$ cat config.mk
export PLATFORM = sky130hd
export DESIGN_NAME = cpu_bank_router
export DESIGN_NICKNAME = d
export VERILOG_FILES = /design/src/rtl/bank_router_pkg.sv /design/src/rtl/bank_latch.sv /design/src/rtl/route_decode.sv /design/src/rtl/sram_strobes.sv /design/src/rtl/xcvr_ctrl.sv /design/src/rtl/cpu_bank_router.sv
export SDC_FILE = /design/constraint.sdc
export NUM_CORES = 1
export LEC_CHECK = 0
export ABC_AREA = 1
export BUFFER_PORTS_ARGS = -buffer_cell sky130_fd_sc_hd__buf_2
export CORE_UTILIZATION = 32
export DETAILED_ROUTE_END_ITERATION = 12
export GPL_TIMING_DRIVEN = 0
export PLACE_DENSITY = 0.89
export SETUP_SLACK_MARGIN = 0.02
export SLEW_MARGIN = 10
export SYNTH_ARGS = -nofsm -noshare
export SYNTH_HDL_FRONTEND = slang
export SYNTH_SLANG_ARGS = --single-unit
$ cat constraint.sdc
create_clock -name clk -period 1.3 [get_ports clk]
set_input_delay 0.325 -clock clk [delete_from_list [all_inputs] [get_ports clk]]
set_output_delay 0.325 -clock clk [all_outputs]
set_load 0.01 [all_outputs]
$ cat src/rtl/bank_router_pkg.sv
package bank_router_pkg;

    localparam int CPU_ADDR_W = 16;
    localparam int DBUS_W     = 8;
    localparam int BANK_W     = 4;
    localparam int REGION_W   = 3;
    localparam int SRAM_ADDR_W = CPU_ADDR_W + REGION_W;

    typedef enum logic [1:0] {
        TGT_NONE  = 2'd0,
        TGT_HOST  = 2'd1,
        TGT_LOCAL = 2'd2
    } target_e;

    typedef struct packed {
        logic [BANK_W-1:0] bank;
        logic              rd;
        logic              prog_ok;
        logic              data_ok;
    } cyc_info_t;

    typedef struct packed {
        logic ce_n;
        logic oe_n;
        logic we_n;
    } sram_ctl_t;

    typedef struct packed {
        logic en_n;
        logic to_cpu;
    } xcvr_ctl_t;

    localparam cyc_info_t CYC_IDLE = '{bank: '0, rd: 1'b1, prog_ok: 1'b0, data_ok: 1'b0};
    localparam sram_ctl_t SRAM_OFF = '{ce_n: 1'b1, oe_n: 1'b1, we_n: 1'b1};
    localparam xcvr_ctl_t XCVR_OFF = '{en_n: 1'b1, to_cpu: 1'b1};

    function automatic logic addr_qualified(cyc_info_t c);
        return c.prog_ok | c.data_ok;
    endfunction

    function automatic target_e pick_target(cyc_info_t c);
        if (!addr_qualified(c))
            return TGT_NONE;
        else if (|c.bank)
            return TGT_LOCAL;
        else
            return TGT_HOST;
    endfunction

endpackage

$ cat src/rtl/bank_latch.sv
module bank_latch
    import bank_router_pkg::*;
(
    input  logic              clk,
    input  logic              rst,
    input  logic              phi2,
    input  logic              rw,
    input  logic              vpa,
    input  logic              vda,
    input  logic [DBUS_W-1:0] dbus,
    output cyc_info_t         info
);

    cyc_info_t nxt;

    always_comb begin
        nxt.bank    = dbus[BANK_W-1:0];
        nxt.rd      = rw;
        nxt.prog_ok = vpa;
        nxt.data_ok = vda;
    end

    // transparent-on-low capture: the last sample before phase 2 rises is held
    always_ff @(posedge clk) begin
        if (rst)
            info <= CYC_IDLE;
        else if (!phi2)
            info <= nxt;
    end

endmodule

$ cat src/rtl/route_decode.sv
module route_decode
    import bank_router_pkg::*;
(
    input  cyc_info_t           info,
    output target_e             tgt,
    output logic [REGION_W-1:0] region
);

    // region bits come straight from the low bank bits; the top bank bit
    // takes part only in routing
    for (genvar i = 0; i < REGION_W; i++) begin : g_region
        assign region[i] = info.bank[i];
    end

    assign tgt = pick_target(info);

endmodule

$ cat src/rtl/sram_strobes.sv
module sram_strobes
    import bank_router_pkg::*;
(
    input  logic      phi2,
    input  target_e   tgt,
    input  logic      rd,
    output sram_ctl_t ctl
);

    always_comb begin
        ctl = SRAM_OFF;
        if (phi2 && tgt == TGT_LOCAL) begin
            ctl.ce_n = 1'b0;
            ctl.oe_n = !rd;
            ctl.we_n = rd;
        end
    end

endmodule

$ cat src/rtl/xcvr_ctrl.sv
module xcvr_ctrl
    import bank_router_pkg::*;
(
    input  logic      phi2,
    input  target_e   tgt,
    input  logic      rd,
    output xcvr_ctl_t ctl
);

    always_comb begin
        ctl = XCVR_OFF;
        ctl.to_cpu = rd;
        if (phi2 && tgt == TGT_HOST)
            ctl.en_n = 1'b0;
    end

endmodule

$ cat src/rtl/cpu_bank_router.sv
module cpu_bank_router
    import bank_router_pkg::*;
(
    input  logic                   clk,
    input  logic                   rst,
    input  logic                   cpu_phi2,
    input  logic                   cpu_rw,
    input  logic                   cpu_vpa,
    input  logic                   cpu_vda,
    input  logic [CPU_ADDR_W-1:0]  cpu_addr,
    input  logic [DBUS_W-1:0]      cpu_db_in,
    output logic [SRAM_ADDR_W-1:0] sram_addr,
    output logic                   sram_ce_n,
    output logic                   sram_oe_n,
    output logic                   sram_we_n,
    output logic                   xcvr_en_n,
    output logic                   xcvr_to_cpu
);

    cyc_info_t           info;
    target_e             tgt;
    logic [REGION_W-1:0] region;
    sram_ctl_t           sctl;
    xcvr_ctl_t           xctl;

    bank_latch u_latch (
        .clk  (clk),
        .rst  (rst),
        .phi2 (cpu_phi2),
        .rw   (cpu_rw),
        .vpa  (cpu_vpa),
        .vda  (cpu_vda),
        .dbus (cpu_db_in),
        .info (info)
    );

    route_decode u_route (
        .info   (info),
        .tgt    (tgt),
        .region (region)
    );

    sram_strobes u_sram (
        .phi2 (cpu_phi2),
        .tgt  (tgt),
        .rd   (info.rd),
        .ctl  (sctl)
    );

    xcvr_ctrl u_xcvr (
        .phi2 (cpu_phi2),
        .tgt  (tgt),
        .rd   (info.rd),
        .ctl  (xctl)
    );

    assign sram_addr   = {region, cpu_addr};
    assign sram_ce_n   = sctl.ce_n;
    assign sram_oe_n   = sctl.oe_n;
    assign sram_we_n   = sctl.we_n;
    assign xcvr_en_n   = xctl.en_n;
    assign xcvr_to_cpu = xctl.to_cpu;

endmodule

== Word level (Yosys, flattened, before mapping) ==
Index checks and enable logic that the tools add are counted.
Storage, ports and cells
  register bits: 7
  output and inout port bits: 24
  logic and storage cells: 15
Cells by class
  equality and inequality tests: 2
  muxes and demuxes: 4
  bitwise logic cells: 1
  reductions and logical operators: 4
Operator list (number)
  $mux W2: 2
  $reduce_or A4 Y1: 1
  $mux W3: 1
  $eq A2 B1 Y1 const B: 1
  $eq A2 B2 Y1 const B: 1
  $logic_and A1 B1 Y1: 2
  $logic_not A1 Y1: 1
  $mux W1: 1
  $or A1 B1 Y1: 1

== Depth between registers and ports, before layout ==
  word-level depth: 6
  gate-level depth with buffers: 3

== Cells and area by module ==
From an unflattened synthesis, not the netlist that was laid out.
Unflattened totals
  cells, all modules: 77
  area, all modules: 501.7 µm²
Modules (own cells, without submodules)
  bank_latch: instances 1, cells each 43, area each 284.0 µm², seq. area each 140.1 µm²
  cpu_bank_router: instances 1, cells each 16, area each 120.1 µm², seq. area each 0.0 µm²
  route_decode: instances 1, cells each 9, area each 51.3 µm², seq. area each 0.0 µm²
  sram_strobes: instances 1, cells each 6, area each 25.0 µm², seq. area each 0.0 µm²
  xcvr_ctrl: instances 1, cells each 3, area each 21.3 µm², seq. area each 0.0 µm²

== Worst setup path after synthesis ==
OpenSTA, ideal clock, no wires.
  kind: register -> output
  start point: register u_latch.info[3] (netlist name)
  end point: output sram_oe_n
  arrival: 0.622 ns
  path slack: 0.353 ns
  stages on the path, launching flop included: 4
  path buffers: 0
  path through: dfxtp_1 nor2_1 nand2_1 nand3_1
On the way
  cells in the longest elaborated chain, start to end: 6
RTL lines
  $reduce_or A4 Y1: line bank_router_pkg.sv:44  | else if (|c.bank)
  $mux W2: line bank_router_pkg.sv:44
  $mux W2: line bank_router_pkg.sv:42  | if (!addr_qualified(c))
  $eq A2 B2 Y1: line sram_strobes.sv:12  | if (phi2 && tgt == TGT_LOCAL) begin
  $logic_and A1 B1 Y1: line sram_strobes.sv:12
  $mux W3: line sram_strobes.sv:12
  end: declaration: line cpu_bank_router.sv:14  | output logic sram_oe_n,
No other way between the ends.

== Worst setup path in the final report ==
  start point: register u_latch.info[4] (netlist name)
  end point: output sram_oe_n
On the way
  cells in the longest elaborated chain, start to end: 6
RTL lines (line)
  $reduce_or A4 Y1: bank_router_pkg.sv:44
  $mux W2: bank_router_pkg.sv:44
  $mux W2: bank_router_pkg.sv:42
  $eq A2 B2 Y1: sram_strobes.sv:12
  $logic_and A1 B1 Y1: sram_strobes.sv:12
  $mux W3: sram_strobes.sv:12
No other way between the ends.

==> metrics.md <==
| Metric | Value |
|---|---|
| PnR worst setup slack | `14.8 ps` |
| I/O Pins | `54` |
| Final worst path period need | `1290 ps` |
| Type of origin of the critical path | `flip-flop` |
| Critical path fanouts, max | `3` |
| Biggest regs | `u_latch.info (7)` |
| DRT Wirelength | `1010 um` |
| Core area | `roughly 1200 sq um` |
| Biggest register | `u_latch.info` |
| First-pass GRT wire length | `1330 um` |
| Clock Path Buffers | `2` |
| Max reg flops | `7` |
| Area Growth Syn to Fin | `60.2%` |
| Die Wd | `38.0 um` |
| Worst Tran Pin Value | `213 ps` |
| Total track usage | `0.140` |
| Setup violators final | `0` |
| PortBufs | `33` |
| Post-Synthesis Cells | `58` |
| Vias/cell | `4.32` |
| Routed Antenna Nets | `0` |
| Drt initial violations | `5` |
| PwrDens | `between 900 and 1000 nW/um^2` |
| Status | `finished clean` |
| Diodes inserted | `0` |
| Critical path capture point type | `primary output` |
| Die H | `38.0 um` |
| Synth Warn # | `0` |
| Mapped Area | `415 sq um` |
| Synthesized Nets | `between 80 and 90` |
| Setup Buffers After CTS | `0` |
| Tcrit/Tclk final | `0.989` |
| Remaining global-route overflow | `0` |
| Synth Register Bits | `7` |
| Final setup TNS | `0 ps` |
| Clock Latency Late Sink | `250 ps` |
| Final GP Congestion | `0.808` |
| Post-Syn Area per Cell | `7.16 sq um` |
| Hold Path Class | `in2reg` |
| Clock sink count | `7` |
| Max Clk Rate | `778 MHz` |
| Max_slew headroom | `0.858` |
| DRC Markers | `0` |
| Final Slew Violations | `0` |
| Root buf cell | `clkbuf_4` |
| Max_cap viols | `0` |
| Largest net degree at the start of global routing | `9` |
| Pre-CTS WS | `roughly 39 ps` |
| Routed wire per std cell | `9.28 um` |
| Slowest cell on crit path | `dfxtp_1` |
| Worst ir drop on vdd | `~0.00054 V` |
| Critical path's largest stage delay | `390 ps` |
| Pleak | `0.000378 uW` |
| FILL cells | `118` |
| Placed instance area | `around 600 sq um` |
| Worst-path clk slew | `~50 ps` |
| CP Class | `reg2out` |
| Ratio of cells with drive above 1 in the final layout | `0.695` |
| Die ar. | `1450 sq um` |
| Critical Path AT | `approximately 960 ps` |
| Initial DRT Pass Iterations | `5` |
| Post-DP HPWL | `791 um` |
| CTS tree | `yes` |
| H-Tree Depth | `1` |
| DR vias | `471` |
| Total CTS buffers | `3` |
| Crit-path cells | `nor2_4 -> nand2_2 -> nand3_1 -> buf_2` |
| Hold Fails Final Rpt | `0` |
| Starting Density | `0.359` |
| Yosys cell types | `8` |
| Final Instance Area | `666 sq um` |
| Nets@finish | `126` |
| Initial antenna violation count | `0` |
| CP Data Required Time | `about 1000 ps` |
| RSZ-0062 raised after global routing | `yes` |
| Vias in the first global route | `334` |
| Layout Skew | `0 ps` |
| Num rows | `12` |
| Sequential area share after synthesis | `0.337` |
[synth_stat cells]
master   number  area (sq um)
dfxtp_1       7           140
o21ai_0       4          20.0
inv_1         3          11.3
nand3_1       4          20.0
nor2_1       10          37.5
a21oi_1       2          10.0
nand2_1       9          33.8
buf_4        19           143
[critical path: cells and delay by family (launching register included)]
kind,cells,cell delay (ps)
simple gates,3,180
buf+inv,1,140
flops,1,390
[final cells by class]
cell class | count | area (sq um) | area share
Buffer | 19 | 143 | 0.214
Inverter | 3 | 11.3 | 0.0169
Multi-Input combinational cell | 29 | 156 | 0.235
Timing Repair Buffer | 33 | 165 | 0.248
Tap cell | 14 | 17.5 | 0.0263
Clock buffer | 4 | 26.3 | 0.0395
Sequential cell | 7 | 146 | 0.220
[what timing repair did]
item,CTS,global route
gates cloned,0,0
gates resized for setup,5,10
endpoints found under the hold margin,0,0
pin swaps,5,2
hold buffers,0,0
setup endpoints to repair,4,4
[report_power, final]
group	internal, uW	total, uW	switching [uW]
registers	231	245	14.1
logic	91.4	165	73.8
clock network	117	199	81.9
total	440	610	170
[worst paths after layout]
check                                  endpoint            start  cells after the start  slack [ps]
worst min register to register  u_latch.info[0]  u_latch.info[0]                      2         480
worst min-delay path            u_latch.info[0]              rst                      2         250
worst max register to register  u_latch.info[1]  u_latch.info[1]                      2         670
worst max-delay path                  sram_oe_n  u_latch.info[4]                      4          10
[kinds of logic (layout without fill, tap and decap cells)]
logic type / Yosys count / in the layout / synth area share
AND/OR/NAND/NOR: 23 / 23 / 0.220
buffers and inverters: 22 / 59 / 0.370
flip-flops: 7 / 7 / 0.337
AO/OA/AOI/OAI: 6 / 6 / 0.0723
[through the flow]
stage | util | std cells | hold slack, ps | total power, uW
after floorplan | - | 58 | 394 | 339
after CTS | 0.549 | 109 | 247 | 605
after global routing | 0.576 | 109 | 253 | 654
after detailed placement | 0.517 | 105 | 455 | 398
after global placement | 0.517 | 105 | 449 | 393
final | 0.576 | 109 | 246 | 610
[cells in the final DEF, fill, tap and decap left out]
master,netlist,final
nor2_4,0,2
dfxtp_2,0,5
nand2_2,0,2
o21ai_0,4,4
nand2_1,9,5
nand2_4,0,2
inv_1,3,3
nor2_1,10,8
buf_4,19,19
buf_2,0,33
clkbuf_4,0,3
a21oi_1,2,2
dfxtp_1,7,2
nand3_1,4,4
clkbuf_1,0,1
[metal layers]
metal | wire, um | share of wire | track usage | vias to the layer above
met5 | 0 | 0 | 0 | -
met4 | 14 | 0.014 | 0.134 | 0
met3 | 93 | 0.092 | 0.0233 | 4
met2 | 524 | 0.52 | 0.250 | 37
met1 | 379 | 0.37 | 0.132 | 194
li1 | - | - | - | 236
No activity file was read; power rests on OpenSTA's default activity.
